File: src/rtl/uw_pkg.sv
package uw_pkg;
  typedef enum logic [3:0] {
    S_IDLE, S_REL, S_LOW, S_RISE, S_HIGH, S_CHECK, S_SETUP, S_HOLD, S_BUF, S_DONE
  } uw_state_e;

  function automatic int unsigned max2(input int unsigned a, input int unsigned b);
    return (a > b) ? a : b;
  endfunction
endpackage

File: src/rtl/uw_sync.sv
module uw_sync #(
  parameter int unsigned W      = 2,
  parameter int unsigned STAGES = 2
) (
  input  logic         clk_i,
  input  logic         rst_ni,
  input  logic [W-1:0] d_i,
  output logic [W-1:0] q_o
);
  generate
    if (STAGES == 0) begin : g_bypass
      assign q_o = d_i;
    end else begin : g_chain
      logic [W-1:0] pipe_q [STAGES];
      always_ff @(posedge clk_i or negedge rst_ni) begin
        if (!rst_ni) begin
          for (int i = 0; i < STAGES; i++) pipe_q[i] <= '1;  // idle bus reads high
        end else begin
          pipe_q[0] <= d_i;
          for (int i = 1; i < STAGES; i++) pipe_q[i] <= pipe_q[i-1];
        end
      end
      assign q_o = pipe_q[STAGES-1];
    end
  endgenerate
endmodule

File: src/rtl/uw_timer.sv
module uw_timer #(
  parameter int unsigned TW = 8
) (
  input  logic          clk_i,
  input  logic          rst_ni,
  input  logic          load_i,
  input  logic [TW-1:0] val_i,
  output logic          zero_o
);
  logic [TW-1:0] cnt_q;

  always_ff @(posedge clk_i or negedge rst_ni) begin
    if (!rst_ni)            cnt_q <= '0;
    else if (load_i)        cnt_q <= val_i;
    else if (cnt_q != '0)   cnt_q <= cnt_q - 1'b1;
  end

  assign zero_o = (cnt_q == '0);

  // an expired timer stays expired until reloaded
  a_r3_tmr_hold: assert property (@(posedge clk_i) disable iff (!rst_ni)
    (zero_o && !load_i) |=> zero_o);
endmodule

File: src/rtl/uw_fsm.sv
module uw_fsm
  import uw_pkg::*;
#(
  parameter int unsigned PULSES    = 9,
  parameter int unsigned PHASE_C   = 100,
  parameter int unsigned SETUP_C   = 50,
  parameter int unsigned HOLD_C    = 50,
  parameter int unsigned BUF_C     = 3000,
  parameter int unsigned STRETCH_C = 50000,
  parameter int unsigned TW        = 16
) (
  input  logic          clk_i,
  input  logic          rst_ni,
  input  logic          start_i,
  input  logic          scl_s_i,
  input  logic          sda_s_i,
  input  logic          tmr_zero_i,
  output logic          tmr_load_o,
  output logic [TW-1:0] tmr_val_o,
  output logic          scl_pd_o,
  output logic          sda_pd_o,
  output logic          busy_o,
  output logic          done_o,
  output logic          ok_o,
  output logic          not_rest_o,
  output logic          stretch_err_o
);
  localparam int unsigned CW = $clog2(PULSES + 1);
  localparam logic [TW-1:0] PHASE_V   = TW'(PHASE_C - 1);
  localparam logic [TW-1:0] SETUP_V   = TW'(SETUP_C - 1);
  localparam logic [TW-1:0] HOLD_V    = TW'(HOLD_C - 1);
  localparam logic [TW-1:0] BUF_V     = TW'(BUF_C - 1);
  localparam logic [TW-1:0] STRETCH_V = TW'(STRETCH_C - 1);
  localparam logic [CW-1:0] LAST_P    = CW'(PULSES - 1);

  uw_state_e     state_q, state_d;
  logic [CW-1:0] pulse_q;
  logic          seen_q, tmo_q, nr_q, used_q;
  logic          ok_q, nrest_q, serr_q;

  always_comb begin
    state_d    = state_q;
    tmr_load_o = 1'b0;
    tmr_val_o  = '0;
    unique case (state_q)
      S_IDLE: if (start_i) begin
        state_d = S_REL; tmr_load_o = 1'b1; tmr_val_o = PHASE_V;
      end
      S_REL: if (tmr_zero_i) begin
        state_d = S_LOW; tmr_load_o = 1'b1; tmr_val_o = PHASE_V;
      end
      S_LOW: if (tmr_zero_i) begin
        state_d = S_RISE; tmr_load_o = 1'b1; tmr_val_o = STRETCH_V;
      end
      S_RISE: if (scl_s_i || tmr_zero_i) begin
        state_d = S_HIGH; tmr_load_o = 1'b1; tmr_val_o = PHASE_V;
      end
      S_HIGH: if (tmr_zero_i) begin
        if (pulse_q == LAST_P) state_d = S_CHECK;
        else begin
          state_d = S_LOW; tmr_load_o = 1'b1; tmr_val_o = PHASE_V;
        end
      end
      S_CHECK: if (seen_q) begin
        state_d = S_SETUP; tmr_load_o = 1'b1; tmr_val_o = SETUP_V;
      end else state_d = S_DONE;
      S_SETUP: if (tmr_zero_i) begin
        state_d = S_HOLD; tmr_load_o = 1'b1; tmr_val_o = HOLD_V;
      end
      S_HOLD: if (tmr_zero_i) begin
        state_d = S_BUF; tmr_load_o = 1'b1; tmr_val_o = BUF_V;
      end
      S_BUF:  if (tmr_zero_i) state_d = S_DONE;
      S_DONE: state_d = S_IDLE;
      default: state_d = S_IDLE;
    endcase
  end

  always_ff @(posedge clk_i or negedge rst_ni) begin
    if (!rst_ni) begin
      state_q <= S_IDLE;
      pulse_q <= '0;
      seen_q  <= 1'b0;
      tmo_q   <= 1'b0;
      nr_q    <= 1'b0;
      used_q  <= 1'b0;
      ok_q    <= 1'b0;
      nrest_q <= 1'b0;
      serr_q  <= 1'b0;
    end else begin
      state_q <= state_d;
      if (state_q == S_IDLE && start_i) begin
        pulse_q <= '0;
        seen_q  <= 1'b0;
        tmo_q   <= 1'b0;
        nr_q    <= 1'b0;
        used_q  <= 1'b0;
      end
      if (state_q == S_RISE && state_d == S_HIGH) begin
        seen_q <= seen_q | sda_s_i;
        if (!scl_s_i) tmo_q <= 1'b1;  // left on timeout, not on rise
      end
      if (state_q == S_HIGH && state_d != S_HIGH) pulse_q <= pulse_q + 1'b1;
      if (state_q == S_CHECK) nr_q <= seen_q & ~(scl_s_i & sda_s_i);
      if (sda_pd_o) used_q <= 1'b1;
      if (state_d == S_DONE && state_q != S_DONE) begin
        ok_q    <= seen_q;
        nrest_q <= seen_q & nr_q;
        serr_q  <= tmo_q;
      end
    end
  end

  assign scl_pd_o      = (state_q == S_LOW);
  assign sda_pd_o      = (state_q == S_HOLD);
  assign busy_o        = (state_q != S_IDLE);
  assign done_o        = (state_q == S_DONE);
  assign ok_o          = ok_q;
  assign not_rest_o    = nrest_q;
  assign stretch_err_o = serr_q;

  // SDA is never pulled while SCL is pulled
  a_r8_no_dual_pull: assert property (@(posedge clk_i) disable iff (!rst_ni)
    sda_pd_o |-> !scl_pd_o);
  // done lasts one cycle
  a_r12_done_single: assert property (@(posedge clk_i) disable iff (!rst_ni)
    done_o |=> !done_o);
  // results move only together with done
  a_r12_result_hold: assert property (@(posedge clk_i) disable iff (!rst_ni)
    (!$stable(ok_o) || !$stable(not_rest_o) || !$stable(stretch_err_o)) |-> done_o);
  // a failed run never touched SDA
  a_r7_fail_no_pull: assert property (@(posedge clk_i) disable iff (!rst_ni)
    (done_o && !ok_o) |-> !used_q);
  // high phase begins only on a seen rise or on timeout
  a_r4_rise_wait: assert property (@(posedge clk_i) disable iff (!rst_ni)
    (state_q == S_HIGH && $past(state_q) == S_RISE) |-> ($past(scl_s_i) || $past(tmr_zero_i)));
  // idle leaves both lines free
  a_r1_idle_free: assert property (@(posedge clk_i) disable iff (!rst_ni)
    !busy_o |-> (!scl_pd_o && !sda_pd_o));
endmodule

File: src/rtl/twowire_unwedge.sv
module twowire_unwedge
  import uw_pkg::*;
#(
  parameter int unsigned CYC_PER_US  = 50,
  parameter int unsigned PULSES      = 9,
  parameter int unsigned PHASE_US    = 2,
  parameter int unsigned SETUP_US    = 1,
  parameter int unsigned HOLD_US     = 1,
  parameter int unsigned BUF_US      = 60,
  parameter int unsigned STRETCH_US  = 1000,
  parameter int unsigned SYNC_STAGES = 2
) (
  input  logic clk_i,
  input  logic rst_ni,
  input  logic start_i,
  input  logic scl_i,
  input  logic sda_i,
  output logic scl_pd_o,
  output logic sda_pd_o,
  output logic busy_o,
  output logic done_o,
  output logic ok_o,
  output logic not_rest_o,
  output logic stretch_err_o
);
  localparam int unsigned PHASE_C   = CYC_PER_US * PHASE_US;
  localparam int unsigned SETUP_C   = CYC_PER_US * SETUP_US;
  localparam int unsigned HOLD_C    = CYC_PER_US * HOLD_US;
  localparam int unsigned BUF_C     = CYC_PER_US * BUF_US;
  localparam int unsigned STRETCH_C = CYC_PER_US * STRETCH_US;
  localparam int unsigned MAX_C     = max2(max2(max2(PHASE_C, SETUP_C), max2(HOLD_C, BUF_C)), STRETCH_C);
  localparam int unsigned TW        = $clog2(MAX_C + 1);

  logic [1:0]    lines_s;
  logic          tmr_load, tmr_zero;
  logic [TW-1:0] tmr_val;

  uw_sync #(.W(2), .STAGES(SYNC_STAGES)) u_sync (
    .clk_i (clk_i),
    .rst_ni(rst_ni),
    .d_i   ({scl_i, sda_i}),
    .q_o   (lines_s)
  );

  uw_timer #(.TW(TW)) u_timer (
    .clk_i (clk_i),
    .rst_ni(rst_ni),
    .load_i(tmr_load),
    .val_i (tmr_val),
    .zero_o(tmr_zero)
  );

  uw_fsm #(
    .PULSES(PULSES), .PHASE_C(PHASE_C), .SETUP_C(SETUP_C), .HOLD_C(HOLD_C),
    .BUF_C(BUF_C), .STRETCH_C(STRETCH_C), .TW(TW)
  ) u_fsm (
    .clk_i        (clk_i),
    .rst_ni       (rst_ni),
    .start_i      (start_i),
    .scl_s_i      (lines_s[1]),
    .sda_s_i      (lines_s[0]),
    .tmr_zero_i   (tmr_zero),
    .tmr_load_o   (tmr_load),
    .tmr_val_o    (tmr_val),
    .scl_pd_o     (scl_pd_o),
    .sda_pd_o     (sda_pd_o),
    .busy_o       (busy_o),
    .done_o       (done_o),
    .ok_o         (ok_o),
    .not_rest_o   (not_rest_o),
    .stretch_err_o(stretch_err_o)
  );
endmodule

File: config.mk
export PLATFORM = sky130hd
export DESIGN_NAME = twowire_unwedge
export DESIGN_NICKNAME = d
export VERILOG_FILES = /design/src/rtl/uw_pkg.sv /design/src/rtl/uw_sync.sv /design/src/rtl/uw_timer.sv /design/src/rtl/uw_fsm.sv /design/src/rtl/twowire_unwedge.sv
export SDC_FILE = /design/constraint.sdc
export NUM_CORES = 1
export LEC_CHECK = 0
export BUFFER_PORTS_ARGS = -buffer_cell sky130_fd_sc_hd__buf_2
export CAP_MARGIN = 10
export CORE_UTILIZATION = 50
export CTS_CLUSTER_DIAMETER = 120
export DETAILED_ROUTE_END_ITERATION = 7
export MAX_ROUTING_LAYER = met4
export PLACE_DENSITY = 0.74
export RECOVER_POWER = 25
export SLEW_MARGIN = 20
export SYNTH_ARGS = -nofsm -noshare
export SYNTH_HDL_FRONTEND = slang
export SYNTH_SLANG_ARGS = --single-unit
File: constraint.sdc
create_clock -name clk_i -period 2.6 [get_ports clk_i]
set_input_delay 0.39 -clock clk_i [delete_from_list [all_inputs] [get_ports clk_i]]
set_output_delay 0.39 -clock clk_i [all_outputs]
set_load 0.05 [all_outputs]
## Word-level counts from Yosys, hierarchy flattened

Index checks and enable logic that the tools add are counted.
Widths: inputs -> output; s select.

- Output and inout bits: 7
- Bits in registers: 34
- Input bits: 5
- Word-level logic and storage cells: 84

- Bitwise operators: 5
- Reductions and logical operators: 14
- Muxes and demuxes: 38
- Equal/unequal tests: 14
- Add/subtract/negate cells: 2

Operators by type and width:

| kind | count |
|---|---|
| $pmux 16 s8 | 1 |
| $mux 16 | 4 |
| $mux 4 | 11 |
| $pmux 4 s9 | 1 |
| $mux 7 | 4 |
| $eq 4x3->1 const B | 5 |
| $eq 4x4->1 const B | 4 |
| $logic_not 16->1 | 1 |
| $reduce_bool 16->1 | 1 |
| $sub 16x1->16 const B | 1 |
| $mux 1 | 12 |
| $mux 12 | 1 |
| $mux 6 | 2 |
| $eq 4x2->1 const B | 2 |
| $reduce_bool 2->1 | 4 |
| $pmux 1 s5 | 1 |
| $add 4x1->4 const B | 1 |
| $eq 4x1->1 const B | 1 |
| $logic_and 1x1->1 | 4 |
| $logic_not 4->1 | 1 |
| $ne 4x3->1 const B | 1 |
| $ne 4x4->1 const B | 1 |
| $reduce_bool 4->1 | 1 |
| $reduce_or 4->1 | 1 |
| other kinds (5) | 7 |

## Logic depth before layout (Yosys ltp)

Gate-level depths: netlist of the first run.

- Depth after elaboration: 7
- Depth in mapped cells: 8
- Mapped depth without buffers: 7

## Modules after synthesis

Synthesis of the first run repeated with hierarchy kept, for this count alone.

- Cell total of the unflattened synthesis: 236
- Area total of the unflattened synthesis: 2219.6 um2

By module, submodules not included:

| module | area each (um2) | instances | cells an instance | seq. area each (um2) |
|---|---|---|---|---|
| uw_fsm | 1093.5 | 1 | 126 | 350.3 |
| uw_timer | 1006.0 | 1 | 104 | 400.4 |
| uw_sync | 120.1 | 1 | 6 | 105.1 |

## Worst setup path after synthesis of the first run

Ideal clock, no wire load.

- Path type: flip-flop to output port
- From: reg u_fsm.state_q[2]
- To: out done_o
- Stages on the path, launching flop included: 4
- Slack: -0.124 ns
- Path buffers: 2
- Required time: 2.210 ns
- Arrival: 2.334 ns
- Path through: dfrtp_1 > buf_2 > buf_1 > nor4_1

- Cells in the longest elaborated chain, start to end: 1

Ends and longest elaborated chain:

| what | line | text |
|---|---|---|
| start: declaration | uw_fsm.sv:36 | `uw_state_e state_q, state_d;` |
| start signal: assignment | uw_fsm.sv:91 | `state_q <= state_d;` |
| $eq 4x4->1 | uw_fsm.sv:117 | `assign done_o = (state_q == S_DONE);` |
| end: declaration | twowire_unwedge.sv:21 | `output logic done_o,` |

No other way between the ends.

## Worst setup path after layout of the first run

- From: reg u_timer.cnt_q[0]
- To: reg u_fsm.serr_q (netlist: u_fsm.stretch_err_o)

- Cells in the longest elaborated chain, start to end: 6
- Elaborated cells between the ends (all ways): 12
- Classes of those cells: 1 x eq/ne; 8 x mux; 3 x reduce/logical

Ends and longest elaborated chain:

| what | line | text |
|---|---|---|
| start: declaration | uw_timer.sv:10 | `logic [TW-1:0] cnt_q;` |
| start signal: assignment | uw_timer.sv:14 | `else if (load_i) cnt_q <= val_i;` |
| start signal: assignment | uw_timer.sv:15 | `else if (cnt_q != '0) cnt_q <= cnt_q - 1'b1;` |
| $logic_not 16->1 (*) | uw_timer.sv:18 | `assign zero_o = (cnt_q == '0);` |
| $logic_or 1x1->1 | uw_fsm.sv:55 | `S_RISE: if (scl_s_i \|\| tmr_zero_i) begin` |
| $mux 4 | uw_fsm.sv:55 |  |
| $pmux 4 s9 (*) | uw_fsm.sv:45 | `unique case (state_q)` |
| $eq 4x4->1 (*) | uw_fsm.sv:106 | `if (state_d == S_DONE && state_q != S_DONE) begin` |
| $logic_and 1x1->1 (*) | uw_fsm.sv:106 |  |
| end signal: assignment | uw_fsm.sv:109 | `serr_q <= tmo_q;` |
| end: declaration | uw_fsm.sv:39 | `logic ok_q, nrest_q, serr_q;` |

Mark *: on every way between the ends. The rest lies on a longest branch, timed or not.
A chain may end at the register's enable or synchronous reset.

==> results of run 1 <==
[Yosys cell counts, types with 3 or more instances]
cell / count
a21o_1: 4
a21oi_1: 10
buf_2: 3
clkbuf_1: 5
dfrtp_1: 30
dfstp_2: 4
ha_1: 3
inv_1: 13
nand2_1: 20
nand2b_1: 3
nand3_1: 11
nor2_1: 9
nor2b_1: 4
nor3_1: 8
nor3b_1: 3
nor4_1: 3
o21ai_0: 15
or3_1: 5
xnor2_1: 8
xor2_1: 5
[metal layers]
layer | vias to the layer above | wire [um] | GRT usage | part of all wire
met5 | - | 0 | - | 0
met4 | 0 | 63 | 0.0771 | 0.014
met3 | 8 | 261 | 0.0552 | 0.057
met2 | 67 | 2160 | 0.369 | 0.47
met1 | 810 | 2100 | 0.352 | 0.46
li1 | 828 | - | - | -
[power groups by stage]
stage / logic, mW / registers (mW) / clock network (mW)
global placement: 0.0150 / 0.547 / 0
detailed placement: 0.0150 / 0.547 / 0
floorplan: 0.00107 / 0.546 / 0
global route: 0.0164 / 0.537 / 0.508
finish: 0.0137 / 0.537 / 0.480
CTS: 0.0148 / 0.537 / 0.485
[through the flow]
step | cell area [um^2] | power, mW | hold WS (ns) | cells | util
floorplan | 2060 | 0.547 | 0.0944 | 220 | -
global placement | 2180 | 0.562 | 0.347 | 275 | 0.573
detailed placement | 2180 | 0.562 | 0.352 | 275 | 0.573
CTS | 2280 | 1.04 | 0.189 | 283 | 0.601
global route | 2280 | 1.06 | 0.184 | 283 | 0.601
finish | 2280 | 1.03 | 0.193 | 283 | 0.601
[cells by family (layout without fill, tap and decap cells)]
family,Yosys count,in the layout,share of synthesized area
and+or+nand+nor,92,92,0.283
AOI/OAI and AO/OA,52,52,0.164
DFF,34,34,0.416
buffers and inverters,23,38,0.0474
xor gates and xnor gates,13,13,0.0553
adders and majority gates,3,3,0.0182
muxes,3,3,0.0158
[worst paths after layout]
| kind | endpoint | depth (start not counted) |
|---|---|---|
| worst min register to register | u_sync.q_o[1]$_DFF_PN1_ | 0 |
| worst max register to register | u_fsm.stretch_err_o$_DFFE_PN0P_ | 7 |
| max in group asynchronous | u_fsm.state_q[3]$_DFF_PN0_ | 1 |
| worst min-delay path | u_sync.g_chain.pipe_q[2]$_DFF_PN1_ | 1 |
| min in group asynchronous | u_fsm.pulse_q[2]$_DFFE_PN0P_ | 1 |
| worst max-delay path | u_fsm.stretch_err_o$_DFFE_PN0P_ | 7 |
[state kept, by name (all words and copies together) (netlist names)]
signal and flops:
u_timer.cnt_q 16, u_fsm.pulse_q 4, u_fsm.state_q 4, u_sync.g_chain.pipe_q 2, u_sync.q_o 2, u_fsm.not_rest_o 1, u_fsm.nr_q 1, u_fsm.ok_o 1
u_fsm.seen_q 1, u_fsm.stretch_err_o 1, u_fsm.tmo_q 1
[cell usage in the layout, fill, tap and decap left out, types with 2 or more instances in the layout]
cell type	n
o21ai_0	15
buf_4	6
nand2_1	20
clkbuf_8	5
nand3b_1	2
or4_1	2
nor2_1	9
and3_1	2
nor4bb_1	2
o21a_1	2
nor3_1	8
clkinv_2	2
a32o_1	2
mux2_2	2
a21o_1	4
ha_1	3
dfstp_2	4
o211ai_1	2
buf_2	10
and2_1	2
nor3b_1	3
a21oi_1	10
dfrtp_1	30
o21ai_1	2
nor4_4	2
xor2_1	5
or3_1	5
inv_1	13
xnor2_1	8
o311ai_0	2
nor2b_1	4
nor4_1	2
nand2b_1	3
nand3_1	11
[layout make-up]
type | instances | area [um^2] | area share
clock inverter | 3 | 40.0 | 0.0175
sequential | 34 | 856 | 0.375
tap | 48 | 60.1 | 0.0263
inverter | 13 | 48.8 | 0.0214
clock buffer | 5 | 68.8 | 0.0301
timing repair buffer | 17 | 98.8 | 0.0433
multi-input combinational | 163 | 1110 | 0.487
==> summary.md, run 1 <==
| Metric | Value |
|---|---|
| Failing checks | `max-capacitance violations, max-slew violations` |
| Clk pin slew, worst setup/hold paths | `0.07 ns` |
| Hold Fails Final Rpt | `0` |
| Layout cells sized above 1 | `0.170` |
| CP arrival | `2.46 ns` |
| Sw frac | `0.206` |
| Drt initial violations | `83` |
| Hold_buf cts | `0` |
| Syn nets | `228` |
| IO buf count | `11` |
| Max incr delay on CP | `0.43 ns` |
| Seq pwr share | `0.521` |
| Die Y | `66.2 um` |
| GRT Overall Usage | `0.252` |
| Worst path top cell family by delay | `simple AND/OR/NAND/NOR gates` |
| Slew Limit Fails | `35` |
| H-tree levels | `2` |
| Synth Instances | `220` |
| Detailed Place HPWL | `3250 um` |
| Std cell rows | `22` |
| Type of the most critical hold path | `in -> reg` |
| Final worst-path cycle share | `0.880` |
| Core area | `3800 um^2` |
| Clk sinks | `34` |
| FILL cells | `344` |
| Synth top area cells | `dfrtp_1 (36%), dfstp_2 (5.1%), nand2_1 (3.6%)` |
| RSZ-0062 raised after global routing | `no` |
| Crit-path cells | `inv_1, ha_1, nor4b_2, and4_2, a32oi_1, o21ai_0, mux2_2` |
| Post-synth top flop | `dfrtp_1` |
| Synth Register Bits | `34` |
| Clock Latency Late Sink | `0.29 ns` |
| Crit Path Category | `reg -> reg` |
| Largest net degree at the start of global routing | `35` |
| Crit path max fanout | `7` |
| Actual slew at the worst max-slew pin | `1.82 ns` |
| Async S/R FF share, synth | `1.00` |
| Relative slew slack | `-0.214` |
| Post-place setup slack | `0.327 ns` |
| Pwr/cell area | `451 nW/um^2` |
| Sequential share of the synthesized area | `0.416` |
| Clock Skews | `0.00907 ns` |
| Root Driver | `clkbuf_8` |
| Status | `complete, but fails checks` |
| Total number of vias | `1713` |
| Number of global-route vias before repair | `1614` |
| Total negative slack | `0 ns` |
| Layout area overhead | `10.9%` |
| Critical Path Source Type | `register` |
| GR Overflow Total | `0` |
| Die X | `66.2 um` |
| Post-Route WL | `4590 um` |
| Antenna Violating Nets Remaining | `0` |
| Final Wtd Congestion | `0.902` |
| Layout Nets | `242` |
| Post-synth top area share | `0.365` |
| IR drop worst, VDD | `315 uV` |
| Clock power share | `0.466` |
| CTS resizes | `0` |
| Cell taking the most area after synthesis | `dfrtp_1` |
| CP Data Required Time | `2.77 ns` |
| First-pass GRT wire length | `7910 um` |
| Unique masters post-synth | `62` |
| R2r setup slk | `0.31 ns` |
| Vias/cell | `6.05` |
| Number of synthesized flops with an enable pin | `0` |
| YS warnings | `0` |
| Worst R2R Start | `u_timer.cnt_q[0]$_DFFE_PN0P_` |
| Setup ws final | `0.312 ns` |
| Clock Path Buffers | `2` |
| Final setup viols | `0` |
| DIE AREA | `4380 um^2` |
| Start point of the critical path | `u_timer.cnt_q[0]$_DFFE_PN0P_` |
| Crit-path slowest cell | `dfrtp_1` |
| Leak Pwr | `1.00 nW` |
| CTS tree | `built` |
| Switch Pwr | `0.212 mW` |
| Drt first pass iters | `4` |
| Number of diodes | `0` |
| Combinational share of power | `0.013` |
| # IOs | `12` |
| DRC Markers | `0` |
| Clock period minus worst slack | `2.29 ns` |
| Max-Cap Viols | `1` |
| Internal power | `0.819 mW` |
| Starting Density | `0.542` |
| Hold Startpoint | `sda_i` |
| Cell Area, Synth | `2060 um^2` |
| Initial antenna violation count | `0` |
| Synthesized area per cell | `9.36 um^2` |
| Post-CTS setup buffer count | `0` |
| Fmax | `437 MHz` |
| Sum of buffers and inverters on the critical path | `1` |
| Mean routed wirelength per cell | `16.2 um` |
| CTS buffer count | `5` |
| Crit. End Element | `register` |
Power figures use the tool's default switching activity.
==> run 2: changes to the inputs <==
Settings changed: MAX_ROUTING_LAYER met4 to default.
==> run 2 against run 1 <==
Effect of this change:
- the run still ends with max-capacitance violations, max-slew violations left
- non-clock buffer count unchanged
- clock skew about the same
- cell count unchanged
- worst setup slack worse by 0.0040 ns
- global-route usage down 0.82 points
- worst hold slack worse by 0.00069 ns
- critical path depth down 3
- fmax down 0.18%
- sequential power about the same
- largest power group unchanged
- sequential share of layout area unchanged
==> summary.md, run 2 (same netlist as run 1, synthesis figures left out) <==
| Metric | Value |
|---|---|
| Root Driver | `clkbuf_8` |
| Worst path top cell family by delay | `flip-flops` |
| Start point of the critical path | `u_fsm.state_q[1]$_DFF_PN0_` |
| Clk pin slew, worst setup/hold paths | `0.07 ns` |
| Final worst-path cycle share | `0.882` |
| Clock period minus worst slack | `2.29 ns` |
| FILL cells | `344` |
| RSZ-0062 raised after global routing | `no` |
| H-tree levels | `2` |
| Seq pwr share | `0.520` |
| Worst R2R Start | `u_timer.cnt_q[0]$_DFFE_PN0P_` |
| GRT met3 Usage | `0.0397` |
| Type of the most critical hold path | `in -> reg` |
| Final Wtd Congestion | `0.887` |
| Hold_buf cts | `0` |
| Clock Skews | `0.00915 ns` |
| Crit path max fanout | `15` |
| Starting Density | `0.542` |
| Layout cells sized above 1 | `0.170` |
| R2r setup slk | `0.31 ns` |
| Met2 Use GR | `0.370` |
| CP Data Required Time | `2.21 ns` |
| Final instance area | `2280 um^2` |
| Clock Latency Late Sink | `0.29 ns` |
| Hold Fails Final Rpt | `0` |
| Number of diodes | `0` |
| Switch Pwr | `0.213 mW` |
| Internal power | `0.819 mW` |
| Crit-path slowest cell | `dfrtp_1` |
| Die X | `66.2 um` |
| Crit Path Category | `reg -> out` |
| Fmax | `436 MHz` |
| Commonest non-fill, non-tap cell in the layout | `dfrtp_1` |
| Final setup viols | `0` |
| Vias/cell | `6.11` |
| R2R Path End | `u_fsm.stretch_err_o$_DFFE_PN0P_` |
| Initial antenna violation count | `0` |
| CTS buffer count | `5` |
| DIE AREA | `4380 um^2` |
| Layout Nets | `242` |
| Number of global-route vias before repair | `1614` |
| Pwr/cell area | `452 nW/um^2` |
| Top reg by flops | `u_timer.cnt_q` |
| Slew Limit Fails | `35` |
| Total number of vias | `1728` |
| CTS tree | `built` |
| # IOs | `12` |
| Total negative slack | `0 ns` |
| DRC Markers | `0` |
| Core area | `3800 um^2` |
| Post-Route WL | `4640 um` |
| Combinational share of power | `0.013` |
| CP Capture Point | `scl_pd_o` |
| IR drop worst, VDD | `315 uV` |
| CP arrival | `1.90 ns` |
| Placed inst area | `2180 um^2` |
| Critical Path Source Type | `register` |
| IO buf count | `11` |
| Reg2reg path depth | `7` |
| First-pass GRT wire length | `7880 um` |
| Max incr delay on CP | `0.65 ns` |
| Post-CTS setup buffer count | `0` |
| Layout area overhead | `10.9%` |
| Drt initial violations | `98` |
| Clock Path Buffers | `2` |
| GR Util met1 | `0.349` |
| Mean routed wirelength per cell | `16.4 um` |
| Detailed Place HPWL | `3250 um` |
| GRT busiest layer | `met2` |
| Std cell rows | `22` |
| Die Y | `66.2 um` |
| Drt first pass iters | `4` |
| Relative slew slack | `-0.212` |
| Leak Pwr | `1.00 nW` |
| Clk sinks | `34` |
| Critical path depth in cells | `4` |
| Crit. End Element | `primary output` |
| Status | `complete, but fails checks` |
| Sw frac | `0.206` |
| Crit-path cells | `buf_4, nand2_1, nor3_1, buf_2` |
| Clock power share | `0.466` |
| Actual slew at the worst max-slew pin | `1.82 ns` |
| Failing checks | `max-capacitance violations, max-slew violations` |
| Largest net degree at the start of global routing | `35` |
| Sum of buffers and inverters on the critical path | `2` |
| Largest regs | `u_timer.cnt_q: 16 flops, u_fsm.pulse_q: 4 flops, u_fsm.state_q: 4 flops` |
| Antenna Violating Nets Remaining | `0` |
| Power Total | `1.03 mW` |
| Max-Cap Viols | `1` |
| Most frequent cells in the layout | `dfrtp_1 (30), nand2_1 (20), o21ai_0 (15), inv_1 (13), nand3_1 (11)` |
| CTS resizes | `0` |
| GRT Overall Usage | `0.244` |
| GR Overflow Total | `0` |
| Largest register FFs | `16` |
## run 2: cell counts in the layout (fill, tap and decap cells not counted)
Identical to the previous run, type by type.
## run 2: stage by stage
step | hold slack, ns | setup slack, ns | cells | utilization
5_1_grt | 0.188 | 0.145 | 283 | 0.601
3_5_place_dp | 0.352 | 0.327 | 275 | 0.573
4_1_cts | 0.189 | 0.309 | 283 | 0.601
3_3_place_gp | 0.347 | 0.399 | 275 | 0.573
2_1_floorplan | 0.0944 | 0.139 | 220 | -
6_report | 0.192 | 0.307 | 283 | 0.601
## run 2: power by group through the flow
| stage | clock (mW) | combinational [mW] | sequential [mW] |
|---|---|---|---|
| 3_3_place_gp | 0 | 0.0150 | 0.547 |
| 5_1_grt | 0.505 | 0.0164 | 0.537 |
| 6_report | 0.481 | 0.0137 | 0.537 |
| 4_1_cts | 0.485 | 0.0148 | 0.537 |
| 3_5_place_dp | 0 | 0.0150 | 0.547 |
| 2_1_floorplan | 0 | 0.00107 | 0.546 |
## run 2: worst min-delay path by stage
| stage | to | depth (start not counted) | from |
|---|---|---|---|
| after floorplan | u_fsm.not_rest_o$_DFFE_PN0P_ | 0 | rst_ni |
| after global placement | u_sync.q_o[1]$_DFF_PN1_ | 0 | u_sync.g_chain.pipe_q[3]$_DFF_PN1_ |
| after detailed placement | u_sync.q_o[0]$_DFF_PN1_ | 0 | u_sync.g_chain.pipe_q[2]$_DFF_PN1_ |
| after CTS | u_fsm.state_q[2]$_DFF_PN0_ | 1 | rst_ni |
| after global routing | u_sync.g_chain.pipe_q[2]$_DFF_PN1_ | 1 | sda_i |
| final | u_sync.g_chain.pipe_q[2]$_DFF_PN1_ | 1 | sda_i |
## run 2: routing by layer
layer,part of all wire,vias to the layer above
li1,-,834
met2,0.47,77
met5,0,-
met4,0.019,0
met1,0.45,807
met3,0.062,10
## run 2: layout make-up
type,instances,area (um^2),area share
clock inverter,3,40.0,0.0175
inverter,13,48.8,0.0214
clock buffer,5,68.8,0.0301
timing repair buffer,17,98.8,0.0433
multi-input combinational,163,1110,0.487
tap,48,60.1,0.0263
sequential,34,856,0.375
